--- src/rtl/tpm_fc_pkg.sv ---
package tpm_fc_pkg;

   localparam int unsigned LEN_MAX = 64;
   localparam int unsigned HDR_BYTES = 4;

   typedef enum logic [2:0] {
      FC_IDLE,
      FC_WAKE,
      FC_GAP,
      FC_HDR,
      FC_POLL
   } fc_state_e;

   // header word: type/length byte, then address high..low
   function automatic logic [31:0] make_header(input logic rd,
                                               input logic [6:0] len,
                                               input logic [23:0] addr);
      logic [6:0] lm1;
      lm1 = len - 7'd1;
      return {rd, 1'b1, lm1[5:0], addr};
   endfunction

endpackage

--- src/rtl/spi_byte_engine.sv ---
module spi_byte_engine #(
   parameter int unsigned HALF_CYC = 4
) (
   input  logic       clk,
   input  logic       rst_n,
   input  logic       go_i,
   input  logic [7:0] tx_i,
   input  logic       miso_i,
   output logic       sclk_o,
   output logic       mosi_o,
   output logic       done_o,
   output logic [7:0] rx_o
);

   logic       active;
   logic       tick;
   logic [2:0] bit_cnt;
   logic [7:0] tx_sh;
   logic [7:0] rx_sh;

   if (HALF_CYC < 1) begin : g_bad_half
      $error("spi_byte_engine: HALF_CYC must be at least 1");
   end

   if (HALF_CYC == 1) begin : g_nodiv
      assign tick = active;
   end else begin : g_div
      localparam int unsigned HW = $clog2(HALF_CYC);
      logic [HW-1:0] half_cnt;
      always_ff @(posedge clk or negedge rst_n) begin
         if (!rst_n) begin
            half_cnt <= '0;
         end else if (!active || half_cnt == HW'(HALF_CYC - 1)) begin
            half_cnt <= '0;
         end else begin
            half_cnt <= half_cnt + 1'b1;
         end
      end
      assign tick = active && (half_cnt == HW'(HALF_CYC - 1));
   end

   always_ff @(posedge clk or negedge rst_n) begin
      if (!rst_n) begin
         active  <= 1'b0;
         sclk_o  <= 1'b0;
         bit_cnt <= '0;
         tx_sh   <= '0;
         rx_sh   <= '0;
         done_o  <= 1'b0;
      end else begin
         done_o <= 1'b0;
         if (go_i && !active) begin
            active  <= 1'b1;
            sclk_o  <= 1'b0;
            bit_cnt <= '0;
            tx_sh   <= tx_i;
         end else if (tick) begin
            if (!sclk_o) begin
               sclk_o <= 1'b1;
               rx_sh  <= {rx_sh[6:0], miso_i};
            end else begin
               sclk_o <= 1'b0;
               tx_sh  <= {tx_sh[6:0], 1'b0};
               if (bit_cnt == 3'd7) begin
                  active <= 1'b0;
                  done_o <= 1'b1;
               end else begin
                  bit_cnt <= bit_cnt + 1'b1;
               end
            end
         end
      end
   end

   assign mosi_o = active & tx_sh[7];
   assign rx_o   = rx_sh;

endmodule

--- src/rtl/tpm_spi_fc_master.sv ---
module tpm_spi_fc_master
   import tpm_fc_pkg::*;
#(
   parameter int unsigned CLK_KHZ    = 100000,
   parameter int unsigned SCK_HALF   = 4,
   parameter int unsigned WAKE_US    = 1,
   parameter int unsigned GAP_US     = 100,
   parameter int unsigned TIMEOUT_US = 100000,
   parameter int unsigned WINDOW_US  = 900000,
   parameter logic [7:0]  POLL_FILL  = 8'h00
) (
   input  logic        clk,
   input  logic        rst_n,
   input  logic        start_i,
   input  logic        rd_i,
   input  logic [6:0]  len_i,
   input  logic [23:0] addr_i,
   output logic        busy_o,
   output logic        done_o,
   output logic        err_o,
   output logic        sclk_o,
   output logic        cs_n_o,
   output logic        mosi_o,
   input  logic        miso_i
);

   localparam longint WAKE_CYC    = longint'(CLK_KHZ) * longint'(WAKE_US) / 1000;
   localparam longint GAP_CYC     = longint'(CLK_KHZ) * longint'(GAP_US) / 1000;
   localparam longint TIMEOUT_CYC = longint'(CLK_KHZ) * longint'(TIMEOUT_US) / 1000;
   localparam longint WINDOW_CYC  = longint'(CLK_KHZ) * longint'(WINDOW_US) / 1000;
   localparam longint DLY_MAX     = (WAKE_CYC > GAP_CYC) ? WAKE_CYC : GAP_CYC;
   localparam int unsigned CW = $clog2(DLY_MAX + 1);
   localparam int unsigned TW = $clog2(TIMEOUT_CYC + 1);
   localparam int unsigned WW = $clog2(WINDOW_CYC + 1);

   if (WAKE_CYC < 1 || GAP_CYC < 1) begin : g_bad_wake
      $error("tpm_spi_fc_master: wake pulse and gap must be at least one cycle");
   end
   if (TIMEOUT_CYC < 1 || WINDOW_CYC < 1) begin : g_bad_timer
      $error("tpm_spi_fc_master: timeout and window must be at least one cycle");
   end

   fc_state_e   st;
   logic [CW-1:0] dly_cnt;
   logic [TW-1:0] tmo_cnt;
   logic [WW-1:0] win_cnt;
   logic [1:0]  byte_idx;
   logic [31:0] hdr_q;
   logic [31:0] hdr_new;
   logic        len_ok;
   logic        eng_go;
   logic [7:0]  eng_tx;
   logic        eng_done;
   logic [7:0]  eng_rx;

   assign hdr_new = make_header(rd_i, len_i, addr_i);
   assign len_ok  = (len_i != 7'd0) && (len_i <= 7'(LEN_MAX));
   assign busy_o  = (st != FC_IDLE);

   always_ff @(posedge clk or negedge rst_n) begin
      if (!rst_n) begin
         st       <= FC_IDLE;
         dly_cnt  <= '0;
         tmo_cnt  <= '0;
         win_cnt  <= '0;
         byte_idx <= '0;
         hdr_q    <= '0;
         cs_n_o   <= 1'b1;
         done_o   <= 1'b0;
         err_o    <= 1'b0;
         eng_go   <= 1'b0;
         eng_tx   <= '0;
      end else begin
         done_o <= 1'b0;
         err_o  <= 1'b0;
         eng_go <= 1'b0;
         if (win_cnt != '0) begin
            win_cnt <= win_cnt - 1'b1;
         end
         unique case (st)
            FC_IDLE: begin
               if (start_i) begin
                  if (!len_ok) begin
                     done_o <= 1'b1;
                     err_o  <= 1'b1;
                  end else if (win_cnt == '0) begin
                     st      <= FC_WAKE;
                     cs_n_o  <= 1'b0;
                     dly_cnt <= CW'(WAKE_CYC - 1);
                     hdr_q   <= hdr_new;
                  end else begin
                     st       <= FC_HDR;
                     cs_n_o   <= 1'b0;
                     win_cnt  <= WW'(WINDOW_CYC);
                     byte_idx <= '0;
                     eng_go   <= 1'b1;
                     eng_tx   <= hdr_new[31:24];
                     hdr_q    <= {hdr_new[23:0], 8'h00};
                  end
               end
            end
            FC_WAKE: begin
               if (dly_cnt == '0) begin
                  st      <= FC_GAP;
                  cs_n_o  <= 1'b1;
                  dly_cnt <= CW'(GAP_CYC - 1);
               end else begin
                  dly_cnt <= dly_cnt - 1'b1;
               end
            end
            FC_GAP: begin
               if (dly_cnt == '0) begin
                  st       <= FC_HDR;
                  cs_n_o   <= 1'b0;
                  win_cnt  <= WW'(WINDOW_CYC);
                  byte_idx <= '0;
                  eng_go   <= 1'b1;
                  eng_tx   <= hdr_q[31:24];
                  hdr_q    <= {hdr_q[23:0], 8'h00};
               end else begin
                  dly_cnt <= dly_cnt - 1'b1;
               end
            end
            FC_HDR: begin
               if (eng_done) begin
                  if (byte_idx == 2'(HDR_BYTES - 1)) begin
                     if (eng_rx[0]) begin
                        st     <= FC_IDLE;
                        cs_n_o <= 1'b1;
                        done_o <= 1'b1;
                     end else begin
                        st      <= FC_POLL;
                        tmo_cnt <= '0;
                        eng_go  <= 1'b1;
                        eng_tx  <= POLL_FILL;
                     end
                  end else begin
                     byte_idx <= byte_idx + 1'b1;
                     eng_go   <= 1'b1;
                     eng_tx   <= hdr_q[31:24];
                     hdr_q    <= {hdr_q[23:0], 8'h00};
                  end
               end
            end
            FC_POLL: begin
               if (tmo_cnt != TW'(TIMEOUT_CYC)) begin
                  tmo_cnt <= tmo_cnt + 1'b1;
               end
               if (eng_done) begin
                  if (eng_rx[0]) begin
                     st     <= FC_IDLE;
                     cs_n_o <= 1'b1;
                     done_o <= 1'b1;
                  end else if (tmo_cnt >= TW'(TIMEOUT_CYC - 1)) begin
                     st     <= FC_IDLE;
                     cs_n_o <= 1'b1;
                     done_o <= 1'b1;
                     err_o  <= 1'b1;
                  end else begin
                     eng_go <= 1'b1;
                     eng_tx <= POLL_FILL;
                  end
               end
            end
            default: st <= FC_IDLE;
         endcase
      end
   end

   spi_byte_engine #(
      .HALF_CYC(SCK_HALF)
   ) eng_i (
      .clk    (clk),
      .rst_n  (rst_n),
      .go_i   (eng_go),
      .tx_i   (eng_tx),
      .miso_i (miso_i),
      .sclk_o (sclk_o),
      .mosi_o (mosi_o),
      .done_o (eng_done),
      .rx_o   (eng_rx)
   );

endmodule

--- config.mk ---
export PLATFORM = sky130hd
export DESIGN_NAME = tpm_spi_fc_master
export DESIGN_NICKNAME = d
export VERILOG_FILES = /design/src/rtl/tpm_fc_pkg.sv /design/src/rtl/spi_byte_engine.sv /design/src/rtl/tpm_spi_fc_master.sv
export SDC_FILE = /design/constraint.sdc
export NUM_CORES = 1
export LEC_CHECK = 0
export BUFFER_PORTS_ARGS = -buffer_cell sky130_fd_sc_hd__buf_2
export CAP_MARGIN = 20
export CORE_ASPECT_RATIO = 0.6
export CORE_MARGIN = 4
export CORE_UTILIZATION = 55
export CTS_CLUSTER_SIZE = 25
export DETAILED_ROUTE_END_ITERATION = 12
export GPL_TIMING_DRIVEN = 0
export PLACE_DENSITY = 0.82
export SYNTH_ARGS = -nofsm -noshare
export SYNTH_HDL_FRONTEND = slang
export SYNTH_SLANG_ARGS = --single-unit
--- constraint.sdc ---
create_clock -name clk -period 5.7 [get_ports clk]
set_clock_uncertainty 0.1 [all_clocks]
set_input_delay 0.57 -clock clk [delete_from_list [all_inputs] [get_ports clk]]
set_output_delay 0.57 -clock clk [all_outputs]
set_load 0.1 [all_outputs]
Word level (Yosys, flattened, before mapping). Cells that the tools add are included.

Equality and inequality tests: 27. Reductions and logical operators: 30. Muxes and demuxes: 107. $add $sub $neg: 7. Bitwise logic cells: 3. $lt $le $gt $ge: 2.

Operators by type and width (count): 2-to-1 mux 32 bit (6); 2-to-1 mux 27 bit (5); 2-to-1 mux 8 bit (13); 2-to-1 mux 24 bit (4); case mux 32 bit (3 select lines) (1); 2-to-1 mux 14 bit (5); case mux 27 bit (2 select lines) (1); case mux 24 bit (2 select lines) (1); 2-to-1 mux 3 bit (14); case mux 14 bit (3 select lines) (1); 2-to-1 mux 1 bit (41); case mux 8 bit (4 select lines) (1); logical NOT 27 bit (1); nonzero test 27 bit (1); subtractor 27 x 1 -> 27 bit, second input constant (1); inequality test 2 bit, second input constant (13); adder 24 x 1 -> 24 bit, second input constant (1); greater-or-equal comparator 24 bit, second input constant (1); inequality test 24 bit, second input constant (1); AND reduction 10 bit (2); 2-to-1 mux 2 bit (8); case mux 3 bit (5 select lines) (1); logical NOT 14 bit (1); subtractor 14 x 1 -> 14 bit, second input constant (1); 33 further kinds (51).

Word-level logic and storage cells: 194. Flip-flop bits (word level): 131. Output and inout port bits: 6.

Longest topological paths before layout.
Word-level depth: 6. Gate-level depth with buffers: 10. Depth with buffers taken out: 9.

Hierarchy. From an unflattened synthesis, not the netlist that was laid out.

Cell total of the unflattened synthesis: 823. Area, all modules: 7537.2 µm².

By module, submodules not included: tpm_spi_fc_master (instances 1, area an instance 6493.7 µm², cells an instance 746, seq. area each 2854.0 µm²); spi_byte_engine (instances 1, area an instance 1043.5 µm², cells an instance 77, seq. area each 600.6 µm²).

Least setup slack after synthesis. OpenSTA, ideal clock, no wires.

Path kind: register -> register. Start point: register win_cnt[0]. End point: register eng_tx[0]. Stages on the path, launching flop included: 10. Slack: 3.396 ns. Buffers on the path: 1. Arrival: 2.079 ns. Setup time: 0.125 ns. Cells stage by stage: dfrtp_1 -> inv_1 -> ha_1 -> nor4b_2 -> nand4_2 -> or2_0 -> buf_2 -> a31oi_4 -> o31ai_4 -> mux2_4.

Word-level cells in the longest chain between the ends: 3.

Ends and longest elaborated chain: start, declared (RTL line tpm_spi_fc_master.sv:46) `logic [WW-1:0] win_cnt;`; start signal, assigned (RTL line tpm_spi_fc_master.sv:78) `win_cnt <= win_cnt - 1'b1;`; start signal, assigned (RTL line tpm_spi_fc_master.sv:94) `win_cnt <= WW'(WINDOW_CYC);`; start signal, assigned (RTL line tpm_spi_fc_master.sv:115) `win_cnt <= WW'(WINDOW_CYC);`; logical NOT 27 bit (RTL line tpm_spi_fc_master.sv:86) `end else if (win_cnt == '0) begin`; inequality test 2 bit (no line); AND reduction 10 bit (no line); end signal, assigned (RTL line tpm_spi_fc_master.sv:97) `eng_tx <= hdr_new[31:24];`; end signal, assigned (RTL line tpm_spi_fc_master.sv:118) `eng_tx <= hdr_q[31:24];`; end signal, assigned (RTL line tpm_spi_fc_master.sv:140) `eng_tx <= hdr_q[31:24];`; end, declared (RTL line tpm_spi_fc_master.sv:52) `logic [7:0] eng_tx;`.

No other way between the ends. A chain may end at the register's enable or synchronous reset.

Worst setup path after layout.
Start point: register win_cnt[1]. End point: register hdr_q[19].

Word-level cells in the longest chain between the ends: 5.

Ends and longest elaborated chain: logical NOT 27 bit (RTL line tpm_spi_fc_master.sv:86); 2-to-1 mux 32 bit (RTL line tpm_spi_fc_master.sv:86); 2-to-1 mux 32 bit (RTL line tpm_spi_fc_master.sv:83) `if (!len_ok) begin`; 2-to-1 mux 32 bit (RTL line tpm_spi_fc_master.sv:82) `if (start_i) begin`; case mux 32 bit (3 select lines) (RTL line tpm_spi_fc_master.sv:80) `unique case (st)`; end signal, assigned (RTL line tpm_spi_fc_master.sv:90) `hdr_q <= hdr_new;`; end signal, assigned (RTL line tpm_spi_fc_master.sv:98) `hdr_q <= {hdr_new[23:0], 8'h00};`; end signal, assigned (RTL line tpm_spi_fc_master.sv:119) `hdr_q <= {hdr_q[23:0], 8'h00};`; end, declared (RTL line tpm_spi_fc_master.sv:48) `logic [31:0] hdr_q;`.

No other way between the ends. The select of a mux whose other input is x is not followed.

==> flow_metrics.py <==
metrics = {
    "yosys": {
        "synth_area_sq_um": 7330,
        "synth_edf_count": 0,
        "yosys_most_used_dff": "dfrtp_1",
        "yosys_warnings": 0,
        "synth_cell_types": 75,
        "postSynthCellCount": 807,
        "synth-seq-cells": 131,
        "yosysSeqAreaShare_pct": 44.7,
        "syn-num-nets": 854,
        "avgSynthCellArea_sq_um": 9.09,
        "ys_async_sr_fraction_pct": 100,
    },
    "timing": {
        "whs_ns": 0.00921,
        "fmax_ghz": 0.336,
        "fin_crit_ns": 2.97,
        "rsz0062_at_grt": "no",
        "fin_crit_sh_pct": 52.1,
        "hold_violations": 0,
        "tightest_slew_ns": 0.915,
        "slew_headroom_pct": 38.5,
        "final-setup-viol-count": 0,
        "setup_tns_ns": 0,
        "slew_violations": 0,
    },
    "detailed_routing": {
        "wl_per_cell_um": 18.2,
        "drc": 0,
        "wirelength_mm": 19.2,
        "detail_route.first_pass.iterations": 5,
        "num_vias": 6584,
        "via_per_inst": 6.26,
        "drt_iter0_drc": 728,
        "ant_nets": 0,
    },
    "global_routing": {
        "grt_start_max_net_pins": 78,
        "grt_pass1_wl_mm": 31.3,
        "grt_overflow_total": 0,
        "antenna_found_initial": 0,
        "grt_usage_pct": 25.3,
        "grt_pass1_vias": 5998,
    },
    "clock_network": {
        "cts_tree": "done",
        "clockBufferDepth": 2,
        "cts_hold_repair.buffers": 0,
        "clk_latency_ns": 0.42,
        "cts_max_level": 4,
        "cts_resized": 0,
        "numCtsBuffers": 17,
        "post_cts_buffers": 0,
        "clk_pin_slew_worst_paths_ns": 0.06,
        "cts_sinks": 131,
        "cts_root_buffer": "clkbuf_16",
    },
    "critical_path": {
        "critical_path_required_ns": 5.95,
        "criticalPathCategory": "flop to flop",
        "cp_max_fo": 10,
        "worstPathArrival_ns": 3.23,
        "cp-start-kind": "flop",
        "endpoint_kind": "flop",
    },
    "floorplanning": {
        "io_pins": 42,
        "num_rows": 32,
        "coreArea_sq_um": 12900,
        "initial_core_util_pct": 56.7,
        "dieWidth_um": 157,
        "dieArea_sq_um": 15300,
        "die_h_um": 97.4,
    },
    "placement": {
        "io_buffers": 41,
        "gp_congestion": 0.901,
        "dp_hpwl_mm": 12.9,
    },
    "layout": {
        "diodes": 0,
        "drive_above_1_share_pct": 14.6,
        "fillCellCount": 1037,
        "syn2layout_area_growth_pct": 14.6,
        "nets": 915,
    },
    "power": {
        "peakVddDrop_uv": 189,
        "p_leak_nw": 3.80,
        "power_density_nw_per_um2": 255,
    },
    "worst_hold_path": {
        "hold_path_class": "input port to asynchronous set/reset pin",
    },
    "run_status": {
        "run_status": "completed",
    },
    "run": {
        "cap_violations": 0,
    },
}
## metal layers
metal	routed length, um	GRT usage (%)	part of all wire [%]
met1	8980	39.7	47
met2	7890	34.3	41
met3	2070	7.30	11
met4	222	5.95	1.2
met5	0	0	0
## worst paths after layout
path | from | endpoint | slack (ns) | cells past startpoint
min in group clk | addr_i[6] | hdr_q[6]$_DFFE_PN0P_ | 0.28 | 3
max | win_cnt[1]$_DFF_PN0_ | hdr_q[19]$_DFFE_PN0P_ | 2.73 | 9
max in group asynchronous | rst_n | win_cnt[13]$_DFF_PN0_ | 4.73 | 2
min | rst_n | tmo_cnt[16]$_DFFE_PN0P_ | 0.009 | 1
min reg2reg | eng_i.g_div.half_cnt[0]$_DFF_PN0_ | eng_i.g_div.half_cnt[0]$_DFF_PN0_ | 0.35 | 1
max reg2reg | win_cnt[1]$_DFF_PN0_ | hdr_q[19]$_DFFE_PN0P_ | 2.73 | 9
## synth_stat cells, types with 12 or more instances
master,count,share of area [%]
a21o_1,21,2.2
a21oi_1,23,1.6
a311oi_2,12,2.5
a31oi_1,16,1.4
clkbuf_1,26,1.3
dfrtp_1,130,44
inv_1,17,0.87
mux2i_1,12,1.6
nand2_1,119,6.1
nand3_1,28,1.9
nor2_1,89,4.6
nor3_1,22,1.5
o21ai_0,73,5.0
xnor2_1,16,1.9
## metrics by stage
step | power (W) | cell area, sq um | std cells | util [%] | setup slack (ns)
6_report | 0.00214 | 8400 | 1051 | 65.0 | 2.73
5_1_grt | 0.00219 | 8400 | 1051 | 65.0 | 2.54
4_1_cts | 0.00215 | 8400 | 1051 | 65.0 | 2.78
3_5_place_dp | 0.00101 | 7780 | 1019 | 60.2 | 2.78
3_3_place_gp | 0.00100 | 7750 | 1018 | 59.9 | 2.20
2_1_floorplan | 0.000964 | 7330 | 807 | - | 3.40
## layout make-up
class                           count  area (sq um)  area share (%)
Buffer                             39           179            2.13
Clock buffer                       19           443            5.27
Clock inverter                     13           175            2.08
Inverter                           17          63.8           0.759
Multi-Input combinational cell    620          3810            45.3
Sequential cell                   131          3280            39.0
Tap cell                          170           213            2.53
Timing Repair Buffer               42           239            2.84
## placed cells by master (no fill, tap or decap), drive strengths merged, types with 4 or more instances in the layout
master	synthesis	layout
dfrtp	130	130
nand2	119	119
nor2	90	90
o21ai	85	85
buf	12	54
clkbuf	27	46
nand3	29	29
a21oi	24	24
nor3	24	24
a21o	21	21
inv	17	21
a311oi	18	18
a31oi	17	17
xnor2	16	16
mux2i	12	12
or3	11	11
ha	11	11
nor4	11	11
mux2	11	11
xor2	10	10
o31ai	10	10
nand4	9	9
and2	7	7
nand2b	7	7
and3	7	7
or4	6	6
nor2b	6	6
o21a	6	6
and4	4	4
o41ai	4	4
and4b	4	4
clkinv	0	4
## cell families after synthesis
kind of cell               synth area share, %
AOI/OAI and AO/OA                         19.4
xor gates and xnor gates                  3.11
adders and majority gates                 1.88
buffers and inverters                     3.31
DFF                                       44.7
muxes                                     3.53
and+or+nand+nor                           24.0
## report_power, final
group          internal, W   total, W  switching (W)  leakage (nW)
Sequential        0.000930   0.000931    0.000000751          1.67
Combinational    0.0000199  0.0000595      0.0000396          1.84
Clock             0.000708    0.00115       0.000442         0.295
## critical path, cell delays in order (launching register included)
cell and delay [ns]:
dfrtp_1 0.40, inv_1 0.07, ha_1 0.18, nor4b_2 0.26, nand4_2 0.27, nor2_1 0.49, clkbuf_1 0.51, nand2_1 0.14
a311oi_2 0.37, a21o_1 0.12
## state kept, by name, summed over array words and instances, names as in the netlist
name	cells
eng_i.rx_o	1
eng_i.done_o	1
eng_i.active	1
err_o	1
eng_i.sclk_o	1
eng_tx	8
eng_go	1
tmo_cnt	24
win_cnt	27
dly_cnt	14
byte_idx	2
eng_i.tx_sh	8
st	3
cs_n_o	1
hdr_q	32
eng_i.g_div.half_cnt	2
eng_i.bit_cnt	3
done_o	1
(Power assumes the default switching activity.)
